--- src/rtl/uart_mcr_pkg.sv ---
package uart_mcr_pkg;
  localparam int unsigned AW = 3;
  localparam int unsigned DW = 8;

  localparam logic [AW-1:0] OFS_FEAT = 3'd2;
  localparam logic [AW-1:0] OFS_MCR  = 3'd4;
  localparam logic [AW-1:0] OFS_STAT = 3'd6;
  localparam logic [AW-1:0] OFS_LVL  = 3'd7;

  localparam int unsigned FEAT_BIT = 4;
  localparam int unsigned B_DTR = 0;
  localparam int unsigned B_RTS = 1;
  localparam int unsigned B_SEL = 2;
  localparam int unsigned B_IRQ = 3;
  localparam int unsigned B_LB  = 4;
  localparam int unsigned B_XON = 5;
  localparam int unsigned B_IR  = 6;

  localparam logic [DW-1:0] PROT_MASK = (DW'(1) << B_XON) | (DW'(1) << B_IR);

  typedef enum logic {BANK_STD = 1'b0, BANK_TRIG = 1'b1} bank_e;
endpackage

--- src/rtl/uart_mcr_ctrl.sv ---
module uart_mcr_ctrl
  import uart_mcr_pkg::*;
(
  input  logic          clk_i,
  input  logic          rst_ni,
  input  logic          mcr_we_i,
  input  logic          feat_we_i,
  input  logic [DW-1:0] wdata_i,
  output logic [DW-1:0] mcr_o,
  output logic          feat_o
);
  logic [DW-1:0] wmask;

  // protected bits pass only while the feature bit is set
  assign wmask = feat_o ? {DW{1'b1}} : ~PROT_MASK;

  always_ff @(posedge clk_i or negedge rst_ni) begin
    if (!rst_ni) begin
      mcr_o  <= '0;
      feat_o <= 1'b0;
    end else begin
      if (feat_we_i) feat_o <= wdata_i[FEAT_BIT];
      if (mcr_we_i)  mcr_o  <= (wdata_i & wmask) | (mcr_o & ~wmask);
    end
  end

  AST_PROT_HOLD: assert property (@(posedge clk_i) disable iff (!rst_ni)
    (mcr_we_i && !feat_o) |=> (mcr_o[B_IR:B_XON] == $past(mcr_o[B_IR:B_XON])));
endmodule

--- src/rtl/uart_mcr_decode.sv ---
module uart_mcr_decode
  import uart_mcr_pkg::*;
(
  input  logic          clk_i,
  input  logic          rst_ni,
  input  logic [AW-1:0] addr_i,
  input  logic          feat_i,
  input  logic          sel_i,
  output logic          stat_hit_o,
  output logic          lvl_hit_o,
  output bank_e         bank_o
);
  assign stat_hit_o = (addr_i == OFS_STAT);
  assign lvl_hit_o  = (addr_i == OFS_LVL);
  assign bank_o     = (feat_i && sel_i) ? BANK_TRIG : BANK_STD;

  AST_STD_WITHOUT_FEAT: assert property (@(posedge clk_i) disable iff (!rst_ni)
    !feat_i |-> (bank_o == BANK_STD));
endmodule

--- src/rtl/uart_mcr_aux.sv ---
module uart_mcr_aux
  import uart_mcr_pkg::*;
(
  input  logic          clk_i,
  input  logic          rst_ni,
  input  logic          we_i,
  input  logic          stat_hit_i,
  input  logic          lvl_hit_i,
  input  bank_e         bank_i,
  input  logic [DW-1:0] wdata_i,
  output logic [DW-1:0] tcr_o,
  output logic [DW-1:0] tlr_o,
  output logic [DW-1:0] spr_o
);
  logic trig;
  assign trig = (bank_i == BANK_TRIG);

  always_ff @(posedge clk_i or negedge rst_ni) begin
    if (!rst_ni) begin
      tcr_o <= '0;
      tlr_o <= '0;
      spr_o <= '0;
    end else if (we_i) begin
      if (stat_hit_i && trig)  tcr_o <= wdata_i;
      if (lvl_hit_i && trig)   tlr_o <= wdata_i;
      if (lvl_hit_i && !trig)  spr_o <= wdata_i;
    end
  end

  AST_STATUS_READ_ONLY: assert property (@(posedge clk_i) disable iff (!rst_ni)
    (we_i && stat_hit_i && !trig) |=> ($stable(tcr_o) && $stable(tlr_o) && $stable(spr_o)));
  AST_SPR_KEPT_IN_TRIG: assert property (@(posedge clk_i) disable iff (!rst_ni)
    (we_i && lvl_hit_i && trig) |=> $stable(spr_o));
endmodule

--- src/rtl/uart_mcr_status.sv ---
module uart_mcr_status
  import uart_mcr_pkg::*;
#(
  parameter int unsigned NSIG = 4
) (
  input  logic [DW-1:0]   mcr_i,
  input  logic [NSIG-1:0] modem_i,
  output logic [DW-1:0]   msr_o
);
  localparam int unsigned LOW = DW - NSIG;

  logic [NSIG-1:0] lb_st;
  logic [NSIG-1:0] st;

  // loopback wiring: {DCD, RI, DSR, CTS} <- {bit3, bit2, bit0, bit1}
  assign lb_st = {mcr_i[B_IRQ], mcr_i[B_SEL], mcr_i[B_DTR], mcr_i[B_RTS]};

  for (genvar g = 0; g < NSIG; g++) begin : g_src
    assign st[g] = mcr_i[B_LB] ? lb_st[g] : modem_i[g];
  end

  assign msr_o = {st, {LOW{1'b0}}};
endmodule

--- src/rtl/uart_mcr_bank.sv ---
module uart_mcr_bank
  import uart_mcr_pkg::*;
#(
  parameter int unsigned NSIG = 4
) (
  input  logic            clk_i,
  input  logic            rst_ni,
  input  logic [AW-1:0]   addr_i,
  input  logic [DW-1:0]   wdata_i,
  input  logic            we_i,
  input  logic            re_i,
  output logic [DW-1:0]   rdata_o,
  input  logic [NSIG-1:0] modem_i,
  input  logic            irq_i,
  output logic            irq_o,
  output logic            irq_oe_o,
  output logic            gpo_n_o,
  output logic            loopback_o,
  output logic            xon_any_o,
  output logic            ir_mode_o,
  output logic            lb_ri_o
);
  logic [DW-1:0] mcr, tcr, tlr, spr, msr, rd_mux;
  logic          feat, stat_hit, lvl_hit;
  bank_e         bank;

  uart_mcr_ctrl u_ctrl (
    .clk_i, .rst_ni,
    .mcr_we_i  (we_i && addr_i == OFS_MCR),
    .feat_we_i (we_i && addr_i == OFS_FEAT),
    .wdata_i,
    .mcr_o     (mcr),
    .feat_o    (feat)
  );

  uart_mcr_decode u_dec (
    .clk_i, .rst_ni, .addr_i,
    .feat_i     (feat),
    .sel_i      (mcr[B_SEL]),
    .stat_hit_o (stat_hit),
    .lvl_hit_o  (lvl_hit),
    .bank_o     (bank)
  );

  uart_mcr_aux u_aux (
    .clk_i, .rst_ni, .we_i,
    .stat_hit_i (stat_hit),
    .lvl_hit_i  (lvl_hit),
    .bank_i     (bank),
    .wdata_i,
    .tcr_o      (tcr),
    .tlr_o      (tlr),
    .spr_o      (spr)
  );

  uart_mcr_status #(.NSIG(NSIG)) u_stat (
    .mcr_i   (mcr),
    .modem_i,
    .msr_o   (msr)
  );

  always_comb begin
    rd_mux = '0;
    if (addr_i == OFS_FEAT)     rd_mux = DW'(feat) << FEAT_BIT;
    else if (addr_i == OFS_MCR) rd_mux = mcr;
    else if (stat_hit)          rd_mux = (bank == BANK_TRIG) ? tcr : msr;
    else if (lvl_hit)           rd_mux = (bank == BANK_TRIG) ? tlr : spr;
  end

  always_ff @(posedge clk_i or negedge rst_ni) begin
    if (!rst_ni)   rdata_o <= '0;
    else if (re_i) rdata_o <= rd_mux;
  end

  assign irq_oe_o   = mcr[B_IRQ];
  assign irq_o      = irq_i & mcr[B_IRQ];
  assign gpo_n_o    = ~mcr[B_IRQ];
  assign loopback_o = mcr[B_LB];
  assign xon_any_o  = mcr[B_XON];
  assign ir_mode_o  = mcr[B_IR];
  assign lb_ri_o    = mcr[B_LB] & mcr[B_SEL];

  AST_IRQ_EN_ON_WRITE: assert property (@(posedge clk_i) disable iff (!rst_ni)
    (we_i && addr_i == OFS_MCR) |=> (irq_oe_o == $past(wdata_i[B_IRQ])));
  AST_GPO_OPPOSES_OE: assert property (@(posedge clk_i) disable iff (!rst_ni)
    gpo_n_o != irq_oe_o);
  AST_RI_ONLY_IN_LOOP: assert property (@(posedge clk_i) disable iff (!rst_ni)
    !loopback_o |-> !lb_ri_o);
  AST_UNMAPPED_ZERO: assert property (@(posedge clk_i) disable iff (!rst_ni)
    (re_i && (addr_i == 3'd0 || addr_i == 3'd1 || addr_i == 3'd3 || addr_i == 3'd5))
      |=> (rdata_o == '0));
  AST_RDATA_HOLD: assert property (@(posedge clk_i) disable iff (!rst_ni)
    !re_i |=> $stable(rdata_o));
endmodule

--- config.mk ---
export PLATFORM = sky130hd
export DESIGN_NAME = uart_mcr_bank
export DESIGN_NICKNAME = d
export VERILOG_FILES = /design/src/rtl/uart_mcr_pkg.sv /design/src/rtl/uart_mcr_ctrl.sv /design/src/rtl/uart_mcr_decode.sv /design/src/rtl/uart_mcr_aux.sv /design/src/rtl/uart_mcr_status.sv /design/src/rtl/uart_mcr_bank.sv
export SDC_FILE = /design/constraint.sdc
export NUM_CORES = 1
export LEC_CHECK = 0
export ABC_AREA = 1
export CORE_AREA = 4 4 97 99
export DETAILED_ROUTE_END_ITERATION = 10
export DIE_AREA = 0 0 101 103
export GPL_TIMING_DRIVEN = 0
export RECOVER_POWER = 25
export SYNTH_ARGS = -nofsm -noshare
export SYNTH_HDL_FRONTEND = slang
export SYNTH_SLANG_ARGS = --single-unit
--- constraint.sdc ---
create_clock -name clk_i -period 1.45 [get_ports clk_i]
set_input_delay 0.2175 -clock clk_i [delete_from_list [all_inputs] [get_ports clk_i]]
set_output_delay 0.2175 -clock clk_i [all_outputs]
set_load 0.05 [all_outputs]
---- Word-level counts from Yosys, hierarchy flattened ----
Index checks and enable logic that the tools add are counted.
word-level totals
  flip-flop bits (word level) ............. 41
  logic and storage cells ................. 39
  output and inout port bits .............. 15
cells by class
  mux-type cells .......................... 12
  reduce and logical (&&, ||, !) cells .... 10
  bitwise gates (word level) .............. 7
  equality and inequality tests ........... 4
operators with widths
  kind                number
  $mux 8              6
  $and 8x8->8         2
  $eq 3x3->1 const B  3
  $not 8->8           1
  $or 8x8->8          1
  $mux 7              1
  $logic_and 1x1->1   6
  $reduce_and 2->1    3
  $mux 1              5
  $eq 3x2->1 const B  1
  $and 1x1->1         2
  $logic_not 1->1     1
  $not 1->1           1

---- Logic depth before layout (Yosys ltp) ----
Gate-level depths: netlist (run 1).
  word-level depth ........................ 7
  gate-level depth with buffers ........... 9
  gate-level depth less buffers ........... 8

---- Cells and area by module ----
A second synthesis (run 1) with hierarchy kept.
second synthesis, totals
  cells, all modules ...................... 330
  area, all modules ....................... 2399.8 um^2
by module, submodules not included
  module           sequential area each (um^2)  instances  area each (um^2)  cells an instance
  uart_mcr_aux     600.6                        1          1098.6            108
  uart_mcr_bank    200.2                        1          843.3             160
  uart_mcr_ctrl    225.2                        1          352.8             38
  uart_mcr_status  0.0                          1          82.6              18
  uart_mcr_decode  0.0                          1          22.5              6

---- Worst setup path after synthesis (run 1) ----
OpenSTA, ideal clock, no wires.
  path type ............................... reg-to-reg
  start point ............................. register u_ctrl.mcr_o[3]
  end point ............................... register rdata_o[3]
  cell stages (with the launch flop) ...... 5
  required time ........................... 1384 ps
  path buffers ............................ 0
  slack ................................... 44 ps
  clock period less this slack ............ 1406 ps
  data arrival time ....................... 1340 ps
  cells stage by stage .................... dfrtp_1 inv_1 a21oi_1 nand2_1 nand2_1
between the ends
  cells in the longest elaborated chain, start to end .. 2
RTL lines
  item                    RTL line             source
  from (decl)             uart_mcr_ctrl.sv:9   output logic [DW-1:0] mcr_o,
  from (signal assigned)  uart_mcr_ctrl.sv:23  if (mcr_we_i) mcr_o <= (wdata_i & wmask) | (mcr_o & ~wmask);
  $mux 8                  uart_mcr_bank.sv:65  else if (addr_i == OFS_MCR) rd_mux = mcr;
  $mux 8                  uart_mcr_bank.sv:64  if (addr_i == OFS_FEAT) rd_mux = DW'(feat) << FEAT_BIT;
  to (signal assigned)    uart_mcr_bank.sv:72  else if (re_i) rdata_o <= rd_mux;
  to (decl)               uart_mcr_bank.sv:12  output logic [DW-1:0] rdata_o,
Every way passes these cells.
A chain may end at the register's enable or synchronous reset.

---- Final worst setup path (run 1) ----
  start point ............................. register rdata_o[6]
  end point ............................... output port rdata_o[6]
No word-level cell between the ends.

==> results.cfg, run 1 <==
[global_route]
antenna_found_initial = 0
grt_pass1_wl_mm = 8.53
gr-usage-all-layers_pct = 10.7
grt-ovfl-total = 0
grt_pass1_vias = 1664
grt_max_degree = 24

[timing]
worst_pin_slew_ns = 0.535
slew_viol_final = 0
setup_viol = 0
finalClockSkew_ns = 0.00359
rsz0062_at_grt = no
finalHoldViolations = 0
fin_ws_ns = 0.0524
fin_tns_setup_ns = 0
fmax_mhz = 716
fin_crit_sh_pct = 96.4
hold_ws_ns = 0.367
period_needed_ns = 1.40
relSlewSlack_pct = 64.3

[routing]
wl_met3_um = 275
wl_met2_mm = 2.46
drt_wl_total_mm = 5.15
m1WireLength_mm = 2.33
route.detailed.drc = 0
via_per_inst = 4.30
drtIter0Drc = 116
wl_per_cell_um = 12.8
dr.pass1.iters = 4
vias = 1729
antenna_left = 0
top_layer = met4

[clock_network]
cts_buffer_depth = 2
clock-sinks = 41
clk_pin_slew_ns = 0.08
clk_latency_ns = 0.30
root_buffer = clkbuf_8
htree_num_levels = 2
cts_buffers = 5
cts_tree = done

[worst_setup_path]
path_cells = dlygate4sd2_1
required_ns = 1.23
critPathBufInv = 1
slowest_delay_ns = 0.53
crit_family = buffers and inverters
crit_slowest_cell = dlygate4sd2_1
r2r_start = u_ctrl.feat_o$_DFFE_PN0P_
critPathCaptureType = primary output
cp_data_arrival_time_ns = 1.18
cp-startpoint = rdata_o[6]$_DFFE_PN0P_
cp_max_fo = 2
start_kind = flop
setup.worst_path.class = reg2out

[yosys]
avgSynthCellArea_um2 = 8.62
synth.distinct_cells = 21
seq_area_frac_synth_pct = 49.0
synth_warnings = 0
syn_inst = 243
synth_nets = 263
synth-seq-cells = 41
netlist_area_um2 = 2090

[outcome]
status = complete, no violations

[power_and_ir_drop]
ir_drop_v = 0.000343
power.density_nw_per_um2 = 1280
leakage_nw = 1.39

[floorplan]
core_area_um2 = 8550
die_h_um = 103
rows = 34
die-area_um2 = 10400
fp.dieW_um = 101
io_pins = 35
initial_utilization_pct = 24.5

[worst_hold_path]
holdCritPathClass = in2reg
hp-start = addr_i[0]

[place]
portBuffers = 34
gp_congestion = 0.824
placed_cell_area_um2 = 2590
dpl_worst_slack_ns = -0.329
dpl.hpwl_mm = 3.86

[finish]
design_area_um2 = 2770
layout_common_cells = 84 x nand2_1, 38 x dfrtp_1, 24 x o21ai_2
nNetsFinal = 313
antennaDiodeCount = 0
final_common_cell = nand2_1
n_fill_cell = 900
syn2layout_area_growth_pct = 32.4
drive_gt1_share_pct = 25.9

[job]
max-cap-violations = 0
==> synth_stat cells (all sizes together) <==
| master | number | area, um^2 |
|---|---|---|
| buf | 7 | 60.1 |
| a31oi | 1 | 6.26 |
| nand4 | 6 | 37.5 |
| inv | 18 | 67.6 |
| nand2 | 93 | 382 |
| nand3 | 21 | 135 |
| nor3 | 1 | 10.0 |
| dfrtp | 41 | 1030 |
| nor2 | 21 | 110 |
| a21oi | 2 | 10.0 |
| o21ai | 32 | 250 |
==> path summary, 6_finish.rpt <==
kind                                               end  slack, ns  cells past startpoint
max                                         rdata_o[6]       0.05                      1
min                          u_ctrl.feat_o$_DFFE_PN0P_       0.37                      4
max reg2reg                     rdata_o[5]$_DFFE_PN0P_       0.08                      7
min reg2reg                     rdata_o[5]$_DFFE_PN0P_       0.47                      2
max in group asynchronous  u_ctrl.mcr_o[2]$_DFFE_PN0P_       0.53                      3
min in group asynchronous   u_aux.tlr_o[6]$_DFFE_PN0P_       0.42                      2
==> stage by stage <==
stage / power (mW) / instances / utilization (%)
2_1_floorplan: 2.25 / 243 / -
3_3_place_gp: 2.58 / 385 / 30.1
3_5_place_dp: 2.61 / 386 / 30.3
4_1_cts: 3.55 / 395 / 31.8
5_1_grt: 3.76 / 402 / 32.4
6_report: 3.55 / 402 / 32.4
==> where the power goes <==
group          switching [mW]  internal (mW)
clock                   0.398          0.561
sequential              0.182           1.39
combinational           0.638          0.377
==> timing repair <==
| item | CTS | global route |
|---|---|---|
| setup buffers | 0 | 8 |
| gates resized for setup | 27 | 18 |
| pin swaps | 0 | 3 |
| hold buffers | 1 | 0 |
| setup endpoints to repair | 16 | 25 |
| hold endpoints to repair | 18 | 0 |
==> metal layers <==
metal | vias up | track usage, %
li1 | 897 | -
met1 | 782 | 13.9
met2 | 44 | 16.9
met3 | 6 | 3.18
met4 | 0 | 4.09
met5 | - | 0
==> area by class of cell <==
type                    instances  area [um^2]  area share [%]
clock inverters                 1         30.0            1.08
inverters                      18         67.6            2.44
clock buffers                   7         86.3            3.11
multi-input cells             177          955            34.4
plain buffers                   6         61.3            2.21
well taps                     108          135            4.87
repair buffers                 44          408            14.7
flip-flops and latches         41         1030            37.1
==> cells by family (layout without fill, tap and decap cells) <==
kind of cell	Yosys count	in the layout	synth area share, %
simple gates	142	142	32.2
flops	41	41	49.0
compound gates	35	35	12.7
buf+inv	25	76	6.09
==> state kept, by name, summed over array words and instances (netlist names), named ones only <==
register / count
u_ctrl.feat_o: 1
u_ctrl.mcr_o: 6
u_aux.spr_o: 8
rdata_o: 8
u_aux.tcr_o: 8
u_aux.tlr_o: 8
Power figures use the tool's default switching activity.
==> inputs of run 2 (changes only) <==
--- a/config.mk
+++ b/config.mk
@@ -6,9 +6,9 @@
 export NUM_CORES = 1
 export LEC_CHECK = 0
 export ABC_AREA = 1
-export CORE_AREA = 4 4 97 99
+export CORE_AREA = 2 2 95 97
 export DETAILED_ROUTE_END_ITERATION = 10
-export DIE_AREA = 0 0 101 103
+export DIE_AREA = 0 0 97 99
 export GPL_TIMING_DRIVEN = 0
 export RECOVER_POWER = 25
 export SYNTH_ARGS = -nofsm -noshare
==> run 2 against run 1 <==
Effect of this change:
- via count fell by 1.2%
- sequential cell count unchanged
- non-clock buffer count shrank 1
- total power down 7.8%
- sequential share of layout area increased by 1.0 points
- die area decreased by 7.7%
- register-to-register slack better by 0.04 ns
- clock power fell by 28%
- global-route usage grew 0.56 points
- clock skew is 0.0042 ns higher
- maximum frequency shrank 1.6%
- largest power group unchanged
==> results.cfg, run 2 (synthesis gave the netlist of run 1 again) <==
[timing]
period_needed_ns = 1.42
fin_crit_sh_pct = 97.9
slew_viol_final = 0
relSlewSlack_pct = 66.0
finalHoldViolations = 0
fin_tns_setup_ns = 0
finalClockSkew_ns = 0.00779
rsz0062_at_grt = no
fmax_mhz = 704
worst_pin_slew_ns = 0.508
setup_viol = 0

[clock_network]
htree_num_levels = 2
cts_tree = done
cts_buffer_depth = 2
root_buffer = clkbuf_8
clk_latency_ns = 0.30
cts_buffers = 5
clock-sinks = 41
clk_pin_slew_ns = 0.08

[worst_setup_path]
crit_family = buffers and inverters
cp_data_arrival_time_ns = 1.20
path_cells = clkdlybuf4s15_1
critPathCaptureType = primary output
cp_max_fo = 3
crit_slowest_cell = clkdlybuf4s15_1
slowest_delay_ns = 0.52
critPathBufInv = 1
start_kind = flop
setup.worst_path.class = reg2out
required_ns = 1.23

[global_route]
grt-ovfl-total = 0
antenna_found_initial = 0
grt_max_degree = 24
grt_pass1_vias = 1709
gr-usage-all-layers_pct = 11.3
grt_pass1_wl_mm = 8.52

[power_and_ir_drop]
pwr-share-clk_pct = 21.2
seqPwrFrac_pct = 48.2
p_int_mw = 2.08
ir_drop_v = 0.000361
switching_share_pct = 36.4
switching_power_mw = 1.19
p_comb_share_pct = 30.6
leakage_nw = 1.36
power.density_nw_per_um2 = 1210

[routing]
drtIter0Drc = 74
drt_wl_total_mm = 5.01
dr.pass1.iters = 4
antenna_left = 0
vias = 1709
route.detailed.drc = 0
via_per_inst = 4.28
wl_per_cell_um = 12.6

[finish]
layout_common_cells = 83 x nand2_1, 38 x dfrtp_1, 24 x o21ai_2
drive_gt1_share_pct = 25.4
n_fill_cell = 906
nNetsFinal = 312
antennaDiodeCount = 0
final_common_cell = nand2_1
syn2layout_area_growth_pct = 28.9
design_area_um2 = 2700

[place]
portBuffers = 34
dpl.hpwl_mm = 3.82
gp_congestion = 0.780
placed_cell_area_um2 = 2590

[floorplan]
rows = 34
initial_utilization_pct = 24.5
die-area_um2 = 9600
core_area_um2 = 8550
io_pins = 35
die_h_um = 99
fp.dieW_um = 97

[outcome]
status = complete, no violations

[job]
max-cap-violations = 0

[worst_hold_path]
holdCritPathClass = in2reg
==> run 2: path summary, 6_finish.rpt <==
kind                                      startpoint                           to  slack (ns)  cells past startpoint
max                                             flop                    ir_mode_o        0.03                      1
min                                        addr_i[0]    u_ctrl.feat_o$_DFFE_PN0P_        0.36                      3
max reg2reg                u_ctrl.feat_o$_DFFE_PN0P_       rdata_o[5]$_DFFE_PN0P_        0.12                      7
min reg2reg                   rdata_o[7]$_DFFE_PN0P_       rdata_o[7]$_DFFE_PN0P_        0.48                      2
max in group asynchronous                     rst_ni  u_ctrl.mcr_o[4]$_DFFE_PN0P_        0.28                      3
min in group asynchronous                     rst_ni   u_aux.tlr_o[2]$_DFFE_PN0P_        0.41                      2
==> run 2: layout make-up <==
type                       count  area, um^2  area share (%)
clock inverter                 1        5.00           0.185
clock buffer                   5        68.8            2.55
sequential                    41        1030            38.1
multi-input combinational    177         950            35.2
tap                          108         135            5.00
inverter                      18        67.6            2.50
timing repair buffer          42         378            14.0
buffer                         7        66.3            2.46
==> run 2: repair_timing <==
action / CTS / global route
endpoints found under the hold margin: 18 / 0
pin swaps: 0 / 2
gates resized for setup: 30 / 14
hold buffers: 1 / 0
setup endpoints to repair: 16 / 19
setup buffers: 0 / 6
==> run 2: power by group through the flow <==
| stage | logic (mW) | registers, mW | clock network, mW |
|---|---|---|---|
| floorplan | 0.523 | 1.73 | 0 |
| global placement | 0.999 | 1.58 | 0 |
| detailed placement | 1.02 | 1.59 | 0 |
| CTS | 0.993 | 1.57 | 0.714 |
| global route | 1.11 | 1.61 | 0.761 |
| finish | 1.00 | 1.58 | 0.694 |
==> run 2: worst register-to-register path, cell delays in order (launching register included) <==
cell,delay [ns]
dfrtp_2,0.45
nand2_4,0.16
buf_6,0.16
nand3_1,0.13
nand2_1,0.09
nand4_1,0.11
nand2_1,0.08
nand2_1,0.04
==> run 2: through the flow <==
step / utilization (%) / setup slack (ns) / power [mW] / hold slack (ns) / instances
floorplan: - / 0.0439 / 2.25 / -0.0781 / 243
global placement: 30.1 / -0.944 / 2.58 / 0.463 / 385
detailed placement: 30.3 / -0.327 / 2.62 / 0.205 / 386
CTS: 31.2 / 0.00488 / 3.28 / 0.429 / 393
global route: 31.6 / 0.000307 / 3.48 / 0.383 / 399
finish: 31.6 / 0.0299 / 3.27 / 0.361 / 399
==> run 2: per-layer routing <==
metal | vias to the layer above | track usage (%) | wire length (um)
met1 | 771 | 14.3 | 2350
met3 | 7 | 2.70 | 219
met2 | 40 | 18.3 | 2340
li1 | 891 | - | -
met4 | 0 | 4.88 | 101
met5 | - | 0 | 0
